<file path="src/rtl/clk_ratio_pkg.sv">
package clk_ratio_pkg;
  typedef enum logic {
    SCHEME_6321 = 1'b0,
    SCHEME_4221 = 1'b1
  } scheme_e;

  localparam int unsigned NUM_EN = 4;
  localparam int unsigned EN_FAST = 0;
  localparam int unsigned EN_HALF = 1;
  localparam int unsigned EN_DBL  = 2;
  localparam int unsigned EN_BASE = 3;
endpackage

</file>
<file path="src/rtl/ratio_mode_ctl.sv">
module ratio_mode_ctl
  import clk_ratio_pkg::*;
#(
  parameter int unsigned RATIO_A = 6,
  parameter int unsigned RATIO_B = 4,
  parameter int unsigned CNT_W   = 3
) (
  input  logic             clk_i,
  input  logic             rst_ni,
  input  logic             req_i,
  input  logic             wrap_i,
  output scheme_e          scheme_o,
  output logic [CNT_W-1:0] per_m1_o,
  output logic [CNT_W-1:0] sub_m1_o
);
  localparam logic [CNT_W-1:0] PER_A_M1 = CNT_W'(RATIO_A - 1);
  localparam logic [CNT_W-1:0] PER_B_M1 = CNT_W'(RATIO_B - 1);
  localparam logic [CNT_W-1:0] SUB_A_M1 = CNT_W'(RATIO_A / 2 - 1);
  localparam logic [CNT_W-1:0] SUB_B_M1 = CNT_W'(RATIO_B / 2 - 1);

  logic    req_q;
  scheme_e act_q;

  always_ff @(posedge clk_i or negedge rst_ni) begin
    if (!rst_ni) begin
      req_q <= 1'b0;
      act_q <= SCHEME_6321;
    end else begin
      req_q <= req_i;
      // switch only at the period boundary
      if (wrap_i) act_q <= scheme_e'(req_q);
    end
  end

  always_comb begin
    if (act_q == SCHEME_6321) begin
      per_m1_o = PER_A_M1;
      sub_m1_o = SUB_A_M1;
    end else begin
      per_m1_o = PER_B_M1;
      sub_m1_o = SUB_B_M1;
    end
  end

  assign scheme_o = act_q;
endmodule

</file>
<file path="src/rtl/ratio_phase_cnt.sv">
module ratio_phase_cnt #(
  parameter int unsigned CNT_W = 3
) (
  input  logic             clk_i,
  input  logic             rst_ni,
  input  logic [CNT_W-1:0] per_m1_i,
  input  logic [CNT_W-1:0] sub_m1_i,
  output logic [CNT_W-1:0] cnt_o,
  output logic [CNT_W-1:0] sub_o,
  output logic             wrap_o
);
  logic [CNT_W-1:0] cnt_q, sub_q;
  logic             wrap, sub_wrap;

  assign wrap     = (cnt_q == per_m1_i);
  assign sub_wrap = (sub_q == sub_m1_i);

  always_ff @(posedge clk_i or negedge rst_ni) begin
    if (!rst_ni) begin
      cnt_q <= '0;
      sub_q <= '0;
    end else begin
      cnt_q <= wrap ? '0 : cnt_q + 1'b1;
      // sub-period restarts with the main period to keep alignment
      sub_q <= (wrap || sub_wrap) ? '0 : sub_q + 1'b1;
    end
  end

  assign cnt_o  = cnt_q;
  assign sub_o  = sub_q;
  assign wrap_o = wrap;
endmodule

</file>
<file path="src/rtl/ratio_strobe_dec.sv">
module ratio_strobe_dec
  import clk_ratio_pkg::*;
#(
  parameter int unsigned CNT_W = 3
) (
  input  logic [CNT_W-1:0]  cnt_i,
  input  logic [CNT_W-1:0]  sub_i,
  output logic [NUM_EN-1:0] en_o
);
  for (genvar i = 0; i < NUM_EN; i++) begin : g_en
    if (i == EN_FAST) begin : g_fast
      assign en_o[i] = 1'b1;
    end else if (i == EN_HALF) begin : g_half
      // periods are even, so the low count bit gives the half rate
      assign en_o[i] = ~cnt_i[0];
    end else if (i == EN_DBL) begin : g_dbl
      assign en_o[i] = (sub_i == '0);
    end else begin : g_base
      assign en_o[i] = (cnt_i == '0);
    end
  end
endmodule

</file>
<file path="src/rtl/clk_ratio_en_gen.sv">
module clk_ratio_en_gen
  import clk_ratio_pkg::*;
#(
  parameter int unsigned RATIO_A = 6,
  parameter int unsigned RATIO_B = 4
) (
  input  logic clk_i,
  input  logic rst_ni,
  input  logic mode_req_i,
  output logic en_fast_o,
  output logic en_half_o,
  output logic en_dbl_o,
  output logic en_base_o,
  output logic mode_act_o
);
  localparam int unsigned RATIO_MAX = (RATIO_A > RATIO_B) ? RATIO_A : RATIO_B;
  localparam int unsigned CNT_W     = $clog2(RATIO_MAX);

  scheme_e           scheme;
  logic [CNT_W-1:0]  per_m1, sub_m1, cnt, sub;
  logic              wrap;
  logic [NUM_EN-1:0] en;

  ratio_mode_ctl #(
    .RATIO_A(RATIO_A),
    .RATIO_B(RATIO_B),
    .CNT_W  (CNT_W)
  ) u_mode (
    .clk_i   (clk_i),
    .rst_ni  (rst_ni),
    .req_i   (mode_req_i),
    .wrap_i  (wrap),
    .scheme_o(scheme),
    .per_m1_o(per_m1),
    .sub_m1_o(sub_m1)
  );

  ratio_phase_cnt #(
    .CNT_W(CNT_W)
  ) u_cnt (
    .clk_i   (clk_i),
    .rst_ni  (rst_ni),
    .per_m1_i(per_m1),
    .sub_m1_i(sub_m1),
    .cnt_o   (cnt),
    .sub_o   (sub),
    .wrap_o  (wrap)
  );

  ratio_strobe_dec #(
    .CNT_W(CNT_W)
  ) u_dec (
    .cnt_i(cnt),
    .sub_i(sub),
    .en_o (en)
  );

  assign en_fast_o  = en[EN_FAST];
  assign en_half_o  = en[EN_HALF];
  assign en_dbl_o   = en[EN_DBL];
  assign en_base_o  = en[EN_BASE];
  assign mode_act_o = scheme;
endmodule

</file>
<file path="config.mk">
export PLATFORM = sky130hd
export DESIGN_NAME = clk_ratio_en_gen
export DESIGN_NICKNAME = d
export VERILOG_FILES = /design/src/rtl/clk_ratio_pkg.sv /design/src/rtl/ratio_mode_ctl.sv /design/src/rtl/ratio_phase_cnt.sv /design/src/rtl/ratio_strobe_dec.sv /design/src/rtl/clk_ratio_en_gen.sv
export SDC_FILE = /design/constraint.sdc
export NUM_CORES = 1
export LEC_CHECK = 0
export BUFFER_PORTS_ARGS = -buffer_cell sky130_fd_sc_hd__buf_2
export CORE_AREA = 5 5 42 44
export DETAILED_ROUTE_END_ITERATION = 8
export DIE_AREA = 0 0 47 49
export PLACE_DENSITY = 0.59
export SLEW_MARGIN = 20
export SYNTH_ARGS = -nofsm -noshare
export SYNTH_HDL_FRONTEND = slang
export SYNTH_SLANG_ARGS = --single-unit
</file>
<file path="constraint.sdc">
create_clock -name clk_i -period 1.35 [get_ports clk_i]
set_input_delay 0.2025 -clock clk_i [delete_from_list [all_inputs] [get_ports clk_i]]
set_output_delay 0.2025 -clock clk_i [all_outputs]
set_load 0.03 [all_outputs]
</file>
# Yosys cells after proc, flatten, opt, wreduce, memory -nomap -nowiden
# Cells that the tools add are included.
[word_totals]
elab_cells = 16
in_bits = 3
register_bits = 8
[op_classes]
bitwise = 1
n_addsub = 2
muxes = 4
n_eq_ne = 2
reduce_logical = 3
[op_table]
columns = ["op", "n"]
rows = [
  ["2-to-1 mux 3 bit", 3],
  ["adder 3 x 1 -> 3 bit, second input constant", 2],
  ["zero test 3 bit", 2],
  ["equality test 3 x 2 -> 1 bit", 1],
  ["equality test 3 bit", 1],
  ["2-to-1 mux 2 bit", 1],
  ["logical OR 1 bit", 1],
  ["NOT 1 bit", 1],
]

# Logic depth before layout (Yosys ltp)
# Gate-level depths: netlist (run 1).
[logic_depth]
ltp_word = 4
mapped_depth = 3
depth_no_buf = 3

# Modules after synthesis
# Synthesis (run 1) repeated with hierarchy kept, for this count alone.
[unflattened]
hier_cells = 40
hier_area_um2 = 456.7
[modules_own_cells]
columns = ["module", "area_each_um2", "n_inst", "cells_per_inst", "seq_area_each_um2"]
rows = [
  ["ratio_phase_cnt", 307.8, 1, 24, 150.1],
  ["ratio_mode_ctl", 113.9, 1, 11, 50.0],
  ["ratio_strobe_dec", 35.0, 1, 5, 0.0],
]

# Least setup slack after synthesis (run 1)
# No wires, ideal clock.
[synth_timing]
kind = "reg2reg"
from = "reg u_mode.act_q, in the netlist u_mode.scheme_o"
to = "reg u_mode.act_q, in the netlist u_mode.scheme_o"
path_buffers = 0
arrival_time_ns = 1.452
t_required_ns = 1.225
path_slack_ns = -0.227
stages_incl_launch_ff = 4
period_less_slack_ns = 1.577
path_cell_list = "dfrtp_1 -> or3b_4 -> a21oi_4 -> mux2_4"
[synth_between]
elab_chain_cells = 2
[synth_lines]
columns = ["item", "line_no", "text"]
rows = [
  ["start: declaration", "ratio_mode_ctl.sv:22", "scheme_e act_q;"],
  ["start signal: assignment", "ratio_mode_ctl.sv:31", "if (wrap_i) act_q <= scheme_e'(req_q);"],
  ["2-to-1 mux 3 bit", "ratio_mode_ctl.sv:36", "if (act_q == SCHEME_6321) begin"],
  ["equality test 3 bit", "ratio_phase_cnt.sv:15", "assign wrap = (cnt_q == per_m1_i);"],
]
# No other way between the ends.
# A chain may end at the register's enable or synchronous reset.

# Worst setup path after layout (run 1)
[layout_timing]
from = "reg u_cnt.cnt_q[1], in the netlist u_cnt.cnt_o[1]"
to = "out en_base_o"
[layout_between]
elab_chain_cells = 1
[layout_lines]
columns = ["item", "line_no", "text"]
rows = [
  ["start: declaration", "ratio_phase_cnt.sv:12", "logic [CNT_W-1:0] cnt_q, sub_q;"],
  ["start signal: assignment", "ratio_phase_cnt.sv:23", "cnt_q <= wrap ? '0 : cnt_q + 1'b1;"],
  ["zero test 3 bit", "ratio_strobe_dec.sv:19", "assign en_o[i] = (cnt_i == '0);"],
  ["end: declaration", "clk_ratio_en_gen.sv:13", "output logic en_base_o,"],
]
# No other way between the ends.

==> flow_metrics.py, run 1 <==
metrics = {
    "status": {
        "status": "complete, but fails checks",
        "violations": "setup timing",
    },
    "logic_synthesis": {
        "synthTopCellsByArea": "dfrtp_1 47%, ha_1 12%, inv_1 4.4%",
        "yosysSeqAreaShare_pct": 46.9,
        "ys_ff_latch": 8,
        "syn-mean-instance-area_sq_um": 11.5,
        "synth_edf_count": 0,
        "synth_cells": 37,
        "yosys.area.top_type": "dfrtp_1",
        "ys_types": 19,
        "synth_top_cell_area_share_pct": 46.9,
        "synth_area_sq_um": 427,
        "synth.net_count": 44,
        "ys_warn_count": 0,
        "async_reset_ff_share_pct": 100,
        "yosysMostFrequentCell": "dfrtp_1",
        "synth-main-ff-cell": "dfrtp_1",
        "synth_commonest_cells": "8 x dfrtp_1, 5 x inv_1, 4 x ha_1",
    },
    "clock_tree": {
        "cts.sinks": 8,
        "cts_tree": "built",
        "clockRootBuffer": "clkbuf_4",
        "path_clk_slew_ns": 0.06,
        "cts_buffers": 3,
        "clk_latency_ns": 0.27,
        "htreeDepth": 1,
        "clk_path_buf_depth": 2,
    },
    "placed_design": {
        "placedInstanceArea_sq_um": 508,
        "gp_congestion": 0.747,
        "io_buffer_count": 6,
        "place_hpwl_microns": 529,
    },
    "sta": {
        "finClkSkew_ns": 0.0142,
        "setup_ws_ns": -0.0774,
        "drv_slew": 0,
        "finalHoldViolCount": 0,
        "rsz0062_at_grt": "yes",
        "fin_crit_ns": 1.43,
        "final.period_utilization_pct": 106,
        "fmax_mhz": 701,
        "finalSetupViolCount": 2,
    },
    "final_layout": {
        "drive_gt1_share_pct": 58.2,
        "multi_input_area_sq_um": 239,
        "num-fill-cells": 131,
        "fin_area_sq_um": 627,
        "final_core_util_pct": 44.7,
        "antenna_cells": 0,
        "nets": 63,
        "area_growth_pct": 46.9,
        "regArea_sq_um": 201,
    },
    "pwr": {
        "power.density_mw_per_mm2": 2350,
        "switching_share_pct": 36.4,
        "vdd_drop_max_v": 0.000994,
        "power_frac_comb_pct": 58.6,
        "p_switching_uw": 535,
        "sequentialPowerShare_pct": 27.7,
        "p_int_uw": 935,
        "clockPowerShare_pct": 13.7,
        "p_leak_nw": 0.303,
    },
    "grt": {
        "grt_use_total_pct": 7.96,
        "antenna_found_initial": 0,
        "grt_pass1_vias": 304,
        "grt_max_degree": 9,
        "grt_first_pass_wirelength_mm": 1.21,
        "overflow": 0,
    },
    "floorplan": {
        "rows": 14,
        "dieArea_sq_mm": 0.00230,
        "die_w_microns": 47,
        "io_pins": 8,
        "core-area_sq_mm": 0.00140,
        "die_y_microns": 49,
        "initial_core_util_pct": 30.4,
    },
    "min_path": {
        "hp-start": "mode_req_i",
        "min_path_type": "in2reg",
        "hold_depth": 1,
        "min_to": "u_mode.req_q$_DFF_PN0_",
    },
    "drt": {
        "vias": 322,
        "viasPerCell": 4.54,
        "ant_nets": 0,
        "routed_wl_microns": 801,
        "post-route-drc-count": 0,
        "dr.first_iter.drc_count": 2,
        "routedWlPerCell_microns": 11.3,
        "first_pass_iters": 2,
    },
    "setup_path": {
        "r2r-end": "u_mode.scheme_o$_DFFE_PN0N_",
        "start_kind": "register",
        "worstRegToRegCells": 3,
        "cp.required_ns": 1.15,
        "rrSetupSlack_ns": -0.03,
        "critPathCaptureType": "output pin",
        "crit_type": "reg2out",
        "cp_data_arrival_time_ns": 1.22,
        "reg2reg_from": "u_cnt.cnt_o[1]$_DFF_PN0_",
        "critPathMaxFanout": 2,
    },
    "flow_run": {
        "cap_viol_max_count": 0,
    },
}
[per-stage QoR]
stage | power (mW) | std cells | TNS [ns] | setup WS (ns) | hold slack [ns]
2_1_floorplan | 0.831 | 37 | -0.205 | -0.146 | -0.0931
3_3_place_gp | 1.05 | 63 | 0 | 0.00549 | 0.0486
3_5_place_dp | 1.06 | 63 | -0.0189 | -0.0189 | 0.0492
4_1_cts | 1.39 | 71 | -0.157 | -0.0992 | 0.0403
5_1_grt | 1.59 | 71 | -0.231 | -0.138 | 0.0446
6_report | 1.47 | 71 | -0.103 | -0.0774 | 0.0520
[critical path, cell delays in order (launching register included)]
cell,delay (ns)
dfrtp_1,0.37
buf_6,0.11
inv_4,0.03
ha_4,0.13
and2b_2,0.18
buf_6,0.13
[worst max-delay path by stage]
| stage | start | to | slack (ns) | depth (start not counted) |
|---|---|---|---|---|
| 6_report | u_cnt.cnt_o[1]$_DFF_PN0_ | en_base_o | -0.08 | 5 |
| 5_1_grt | u_cnt.cnt_o[1]$_DFF_PN0_ | en_base_o | -0.14 | 5 |
| 4_1_cts | u_cnt.cnt_o[1]$_DFF_PN0_ | en_base_o | -0.1 | 5 |
| 3_5_place_dp | u_cnt.cnt_o[1]$_DFF_PN0_ | u_mode.scheme_o$_DFFE_PN0N_ | -0.02 | 3 |
| 3_3_place_gp | u_cnt.cnt_o[2]$_DFF_PN0_ | u_mode.scheme_o$_DFFE_PN0N_ | 0.005 | 3 |
| 2_1_floorplan | u_mode.scheme_o$_DFFE_PN0N_ | u_mode.scheme_o$_DFFE_PN0N_ | -0.15 | 3 |
[layout make-up]
| cell class | instances | area share, % |
|---|---|---|
| Multi-Input combinational cell | 23 | 38.1 |
| Sequential cell | 8 | 32.1 |
| Timing Repair Buffer | 15 | 19.0 |
| Clock buffer | 4 | 4.19 |
| Inverter | 5 | 3.39 |
| Tap cell | 16 | 3.19 |
[power groups by stage]
stage	Sequential (mW)	Combinational, mW	Clock (mW)
finish	0.408	0.862	0.201
global route	0.420	0.944	0.227
CTS	0.397	0.780	0.212
detailed placement	0.415	0.646	0
global placement	0.416	0.639	0
floorplan	0.451	0.380	0
[per-layer routing]
layer / global-route usage (%) / part of all wire [%] / vias up / wire length [microns]
met3: 2.21 / 3.2 / 6 / 26
met4: 9.68 / 6.4 / 0 / 51
li1: - / - / 156 / -
met2: 11.5 / 49 / 8 / 393
met1: 7.69 / 41 / 152 / 329
met5: 0 / 0 / - / 0
[cell families (layout without fill, tap and decap cells)]
kind of cell | after synthesis | after routing | share of synthesized area (%)
adders and majority gates | 4 | 4 | 11.7
muxes | 1 | 1 | 3.52
xor gates and xnor gates | 1 | 1 | 2.05
other | 1 | 1 | 0.879
AOI/OAI and AO/OA | 4 | 4 | 7.92
and+or+nand+nor | 12 | 12 | 20.8
buffers and inverters | 6 | 24 | 6.16
DFF | 8 | 8 | 46.9
[placed cells by master (no fill, tap or decap), drive strengths merged]
master       count
mux2             1
nand4b           1
nor2             2
and2b            2
nand3b           2
a21oi            3
nor3b            1
dfrtp            8
nand2b           1
ha               4
dlygate4sd3      1
clkbuf           4
or3b             2
nor2b            1
conb             1
a211oi           1
buf             14
inv              5
xnor2            1
[sequential cells by signal, summed over array words and instances (netlist names)]
name             flops
u_cnt.cnt_o          3
u_mode.req_q         1
u_mode.scheme_o      1
u_cnt.sub_o          3
[repair_timing]
action,CTS,global route
hold endpoints to repair,8,0
endpoints found under the setup margin,3,7
resized for setup,9,10
hold buffers,1,0
pin swaps,2,5
buffers inserted,3,0
No activity file was read; power rests on OpenSTA's default activity.
==> inputs of run 2 (changes only) <==
--- a/config.mk
+++ b/config.mk
@@ -9,8 +9,10 @@
 export CORE_AREA = 5 5 42 44
 export DETAILED_ROUTE_END_ITERATION = 8
 export DIE_AREA = 0 0 47 49
-export PLACE_DENSITY = 0.59
+export HOLD_SLACK_MARGIN = 0.06
+export PLACE_DENSITY = 0.61
 export SLEW_MARGIN = 20
 export SYNTH_ARGS = -nofsm -noshare
 export SYNTH_HDL_FRONTEND = slang
+export SYNTH_HIERARCHICAL = 1
 export SYNTH_SLANG_ARGS = --single-unit
==> run 2 against run 1 <==
Net effect:
- the flow now finishes without violations
- worst hold slack gained 0.29 ns
- critical path type unchanged
- via count down 20%
- utilization decreased by 5.7 points
- first-iteration DRC count shrank 50%
==> flow_metrics.py, run 2 <==
metrics = {
    "status": {
        "status": "complete, no violations",
    },
    "grt": {
        "overflow": 0,
        "antenna_found_initial": 0,
        "grt_pass1_vias": 266,
        "grt_first_pass_wirelength_mm": 1.22,
        "grt_max_degree": 9,
        "grt_use_total_pct": 7.62,
    },
    "logic_synthesis": {
        "synth_commonest_cells": "8 x dfrtp_1, 6 x buf_4, 6 x xor2_1, 3 x conb_1, 3 x nor3_2",
        "synth.net_count": 45,
        "yosysMostFrequentCell": "dfrtp_1",
        "ys_types": 14,
        "synth_cells": 40,
        "synth_edf_count": 0,
        "ys_warn_count": 6,
        "async_reset_ff_share_pct": 100,
        "ys_ff_latch": 8,
        "synthTopCellsByArea": "dfrtp_1 44%, xor2_1 12%, buf_4 9.9%",
        "syn-mean-instance-area_sq_um": 11.4,
        "synth_top_cell_area_share_pct": 43.8,
        "yosys.area.top_type": "dfrtp_1",
        "synth-main-ff-cell": "dfrtp_1",
        "synth_area_sq_um": 457,
        "yosysSeqAreaShare_pct": 43.8,
    },
    "final_layout": {
        "antenna_cells": 0,
        "nets": 54,
        "multi_input_area_sq_um": 224,
        "area_growth_pct": 19.7,
        "mostFrequentLayoutCells": "7 x dfrtp_1, 5 x buf_2, 4 x xor2_1, 4 x nor3_2",
        "final_core_util_pct": 39.0,
        "layout_commonest_cell": "dfrtp_1",
        "fin_cells": 64,
        "num-fill-cells": 136,
        "regArea_sq_um": 201,
        "fin_area_sq_um": 547,
        "drive_gt1_share_pct": 45.8,
    },
    "placed_design": {
        "io_buffer_count": 6,
        "dp_cells": 58,
        "place_hpwl_microns": 488,
        "placedInstanceArea_sq_um": 483,
        "gp_congestion": 0.646,
    },
    "drt": {
        "ant_nets": 0,
        "viasPerCell": 4.05,
        "dr.first_iter.drc_count": 1,
        "routedWlPerCell_microns": 9.73,
        "routed_wl_microns": 623,
        "vias": 259,
        "post-route-drc-count": 0,
        "first_pass_iters": 2,
    },
    "setup_path": {
        "crit_type": "reg2out",
        "cpLargestDelayFamily": "flip-flops",
        "worstRegToRegCells": 3,
        "slowest_delay_ns": 0.38,
        "cp.depth": 3,
        "critPathCaptureType": "output pin",
        "critPathMostFrequentCell": "buf_4",
        "crit_chain": "buf_4 -> nor3_2 -> buf_4",
        "start_kind": "register",
        "critPathMaxFanout": 4,
        "cp.required_ns": 1.15,
        "cp_data_arrival_time_ns": 1.10,
        "critical_path.startpoint": "u_cnt/cnt_o[0]$_DFF_PN0_",
        "reg2reg_from": "u_mode/scheme_o$_DFFE_PN0P_",
        "path_buf_inv": 2,
        "timing.critical_path.slowest_stage_cell": "dfrtp_1",
    },
    "floorplan": {
        "io_pins": 8,
        "rows": 14,
        "dieArea_sq_mm": 0.00230,
        "core-area_sq_mm": 0.00140,
        "die_w_microns": 47,
        "initial_core_util_pct": 32.6,
        "die_y_microns": 49,
    },
    "sta": {
        "final.period_utilization_pct": 96.5,
        "fmax_mhz": 767,
        "holdWs_ns": 0.343,
        "rsz0062_at_grt": "no",
        "fin_crit_ns": 1.30,
        "finalSetupViolCount": 0,
        "finalHoldViolCount": 0,
        "drv_slew": 0,
        "finClkSkew_ns": 0.00835,
    },
    "clock_tree": {
        "clockRootBuffer": "clkbuf_4",
        "cts.sinks": 8,
        "path_clk_slew_ns": 0.05,
        "clk_latency_ns": 0.25,
        "clk_path_buf_depth": 2,
        "htreeDepth": 1,
        "cts_tree": "built",
        "cts_buffers": 3,
        "post_cts_buffers": 0,
    },
    "flow_run": {
        "cap_viol_max_count": 0,
    },
    "min_path": {
        "min_path_type": "in2async",
    },
}
==> run 2: cell count changes after synthesis, sizes merged, moves of 3 or more <==
cell,delta
a21oi,-3
buf,+5
inv,-3
nor3,+6
xor2,+6
==> run 2: worst reg2reg max path, stage by stage, from the launching register on <==
cell,delay [ns]
dfrtp_2,0.45
xor2_2,0.17
nor3_4,0.22
mux2_4,0.32
==> run 2: kinds of logic (layout without fill, tap and decap cells) <==
family | after synthesis | count (layout) | synth area share [%]
AND/OR/NAND/NOR | 10 | 10 | 18.1
XOR/XNOR | 8 | 8 | 15.3
flip-flops | 8 | 8 | 43.8
buffers and inverters | 8 | 16 | 11.5
other | 3 | 3 | 2.47
adder cells (fa/ha/maj) | 2 | 2 | 5.48
multiplexers | 1 | 1 | 3.29
==> run 2: final cells by class <==
type / count / share of cell area, %
Multi-Input combinational cell: 24 / 41.0
Sequential cell: 8 / 36.8
Timing Repair Buffer: 10 / 12.4
Clock buffer: 4 / 4.81
Tap cell: 16 / 3.66
Inverter: 2 / 1.37
==> run 2: path summary, 6_finish.rpt <==
path / endpoint / slack [ns]
min: u_cnt/sub_o[1]$_DFF_PN0_ / 0.34
max in group asynchronous: u_mode/scheme_o$_DFFE_PN0P_ / 0.83
min in group clk_i: u_mode/scheme_o$_DFFE_PN0P_ / 0.48
max reg2reg: u_mode/scheme_o$_DFFE_PN0P_ / 0.08
max: en_base_o / 0.05
min reg2reg: u_mode/scheme_o$_DFFE_PN0P_ / 0.48
==> run 2: what timing repair did <==
item | CTS | global route
hold buffers | 2 | 0
setup endpoints to repair | 0 | 7
gates resized for setup | 0 | 4
endpoints found under the hold margin | 9 | 0
==> run 2: per-layer routing <==
metal / share of wire, % / vias to the layer above / GRT usage [%]
li1: - / 134 / -
met1: 39 / 118 / 9.57
met2: 57 / 5 / 10.6
met3: 2.6 / 2 / 1.11
met4: 1.6 / 0 / 6.91
met5: 0 / - / 0
==> run 2: stage by stage <==
stage / worst slack (ns) / setup TNS [ns]
after floorplan: -0.140 / -0.140
after global placement: 0.0523 / 0
after detailed placement: 0.0352 / 0
after CTS: 0.000812 / 0
after global routing: 0.00185 / 0
final: 0.0468 / 0
Power of run 2 is left out: the tool's default activity adds up to more than one toggle a clock period on the data nets, which glitch-free logic cannot reach.
==> inputs of run 3 (changes only) <==
--- a/config.mk
+++ b/config.mk
@@ -10,9 +10,8 @@
 export DETAILED_ROUTE_END_ITERATION = 8
 export DIE_AREA = 0 0 47 49
 export HOLD_SLACK_MARGIN = 0.06
-export PLACE_DENSITY = 0.61
+export PLACE_DENSITY = 0.59
 export SLEW_MARGIN = 20
 export SYNTH_ARGS = -nofsm -noshare
 export SYNTH_HDL_FRONTEND = slang
-export SYNTH_HIERARCHICAL = 1
 export SYNTH_SLANG_ARGS = --single-unit
==> run 3 against run 2 <==
Net effect:
- the run now ends with setup timing left
- global-route usage increased by 0.41 points
- final area increased by 16%
- worst hold slack got worse by 0.049 ns
- sequential cell count stayed put
- critical path type unchanged
- critical endpoint unchanged
==> flow_metrics.py, run 3 (synthesis gave the netlist of run 1 again) <==
metrics = {
    "grt": {
        "grt_first_pass_wirelength_mm": 1.22,
        "grt_pass1_vias": 303,
        "grt_max_degree": 9,
        "grt_use_total_pct": 8.03,
        "antenna_found_initial": 0,
        "overflow": 0,
    },
    "setup_path": {
        "critPathMaxFanout": 2,
        "crit_chain": "buf_6 -> inv_4 -> ha_4 -> and2b_2 -> buf_6",
        "cp_data_arrival_time_ns": 1.22,
        "crit_type": "reg2out",
        "critPathCaptureType": "output pin",
        "timing.critical_path.slowest_stage_cell": "dfrtp_1",
        "slowest_delay_ns": 0.37,
        "critPathMostFrequentCell": "buf_6",
        "start_kind": "register",
        "cp.required_ns": 1.15,
    },
    "final_layout": {
        "mostFrequentLayoutCells": "8 x buf_4, 7 x dfrtp_1",
        "regArea_sq_um": 201,
        "final_core_util_pct": 45.4,
        "layout_commonest_cell": "buf_4",
        "multi_input_area_sq_um": 239,
        "area_growth_pct": 49.3,
        "drive_gt1_share_pct": 57.1,
        "fin_area_sq_um": 637,
        "nets": 64,
        "num-fill-cells": 130,
        "antenna_cells": 0,
    },
    "drt": {
        "post-route-drc-count": 0,
        "vias": 326,
        "dr.first_iter.drc_count": 2,
        "routedWlPerCell_microns": 11.2,
        "first_pass_iters": 2,
        "viasPerCell": 4.53,
        "routed_wl_microns": 806,
        "ant_nets": 0,
    },
    "floorplan": {
        "core-area_sq_mm": 0.00140,
        "rows": 14,
        "io_pins": 8,
        "initial_core_util_pct": 30.4,
        "die_y_microns": 49,
        "dieArea_sq_mm": 0.00230,
        "die_w_microns": 47,
    },
    "sta": {
        "fin_crit_ns": 1.43,
        "drv_slew": 0,
        "fmax_mhz": 701,
        "finalSetupViolCount": 2,
        "tns_ns": -0.103,
        "final.period_utilization_pct": 106,
        "rsz0062_at_grt": "yes",
        "finalHoldViolCount": 0,
        "setup_ws_ns": -0.0774,
        "finClkSkew_ns": 0.0140,
    },
    "placed_design": {
        "place_hpwl_microns": 529,
        "dpl_worst_slack_ns": -0.0189,
        "placedInstanceArea_sq_um": 508,
        "gp_congestion": 0.747,
        "io_buffer_count": 6,
    },
    "flow_run": {
        "cap_viol_max_count": 0,
    },
    "clock_tree": {
        "cts_tree": "built",
        "cts.sinks": 8,
        "clockRootBuffer": "clkbuf_4",
        "path_clk_slew_ns": 0.06,
        "cts_buffers": 3,
        "clk_path_buf_depth": 2,
        "htreeDepth": 1,
        "clk_latency_ns": 0.27,
    },
    "pwr": {
        "vdd_drop_max_v": 0.000994,
        "power.density_mw_per_mm2": 2310,
        "p_leak_nw": 0.307,
        "power_mw": 1.47,
    },
    "status": {
        "violations": "setup timing",
        "status": "complete, but fails checks",
    },
    "min_path": {
        "min_path_type": "in2async",
    },
}
[run 3: changes by cell type in the layout (fill, tap and decap cells not counted), sizes merged, moves of 3 or more]
cell,change
buf,+6
nor3,-6
xor2,-6
a21oi,+3
inv,+3
[run 3: worst max-delay path, delay by kind of cell (launching register included)]
| family | cells | cell delay [ns] |
|---|---|---|
| flip-flops | 1 | 0.37 |
| buffers and inverters | 3 | 0.27 |
| adder cells (fa/ha/maj) | 1 | 0.13 |
| AND/OR/NAND/NOR | 1 | 0.18 |
[run 3: stage by stage]
step | instances | hold WS [ns]
global route | 72 | 0.299
detailed placement | 63 | 0.0492
CTS | 72 | 0.290
global placement | 63 | 0.0486
finish | 72 | 0.294
floorplan | 37 | -0.0931
[run 3: report_power, final]
| part | total (mW) | switching, mW | internal, mW |
|---|---|---|---|
| Sequential | 0.408 | 0.0717 | 0.336 |
| Combinational | 0.864 | 0.376 | 0.488 |
| Clock | 0.202 | 0.0881 | 0.113 |
| Total | 1.47 | 0.536 | 0.937 |
[run 3: worst paths after layout]
check / endpoint / from / depth (start not counted) / slack, ns
min in group clk_i: u_mode.scheme_o$_DFFE_PN0N_ / u_mode.req_q$_DFF_PN0_ / 1 / 0.46
hold / removal: u_cnt.sub_o[1]$_DFF_PN0_ / rst_ni / 2 / 0.29
max in group asynchronous: u_cnt.sub_o[0]$_DFF_PN0_ / rst_ni / 2 / 0.88
setup / recovery: en_base_o / u_cnt.cnt_o[1]$_DFF_PN0_ / 5 / -0.08
setup reg to reg: u_mode.scheme_o$_DFFE_PN0N_ / u_cnt.cnt_o[1]$_DFF_PN0_ / 3 / -0.03
hold reg to reg: u_mode.scheme_o$_DFFE_PN0N_ / u_mode.req_q$_DFF_PN0_ / 1 / 0.46
[run 3: per-layer routing]
| metal | routed length (microns) | GRT usage, % | part of all wire, % | vias to the layer above |
|---|---|---|---|---|
| met5 | 0 | 0 | 0 | - |
| met4 | 51 | 9.68 | 6.3 | 0 |
| met3 | 26 | 2.21 | 3.2 | 6 |
| met2 | 395 | 11.5 | 49 | 8 |
| met1 | 332 | 7.92 | 41 | 154 |
| li1 | - | - | - | 158 |
[run 3: repair_timing]
action                                  4_1_cts  5_1_grt
hold buffers                                  2        0
pin swaps                                     2        5
buffers inserted                              3        0
gates resized for setup                       9       10
endpoints found under the setup margin        3        7
endpoints found under the hold margin         9        0
[run 3: layout make-up]
class | instances | area share [%]
Tap cell | 16 | 3.14
Multi-Input combinational cell | 23 | 37.5
Sequential cell | 8 | 31.6
Inverter | 5 | 3.34
Clock buffer | 4 | 4.13
Timing Repair Buffer | 16 | 20.2
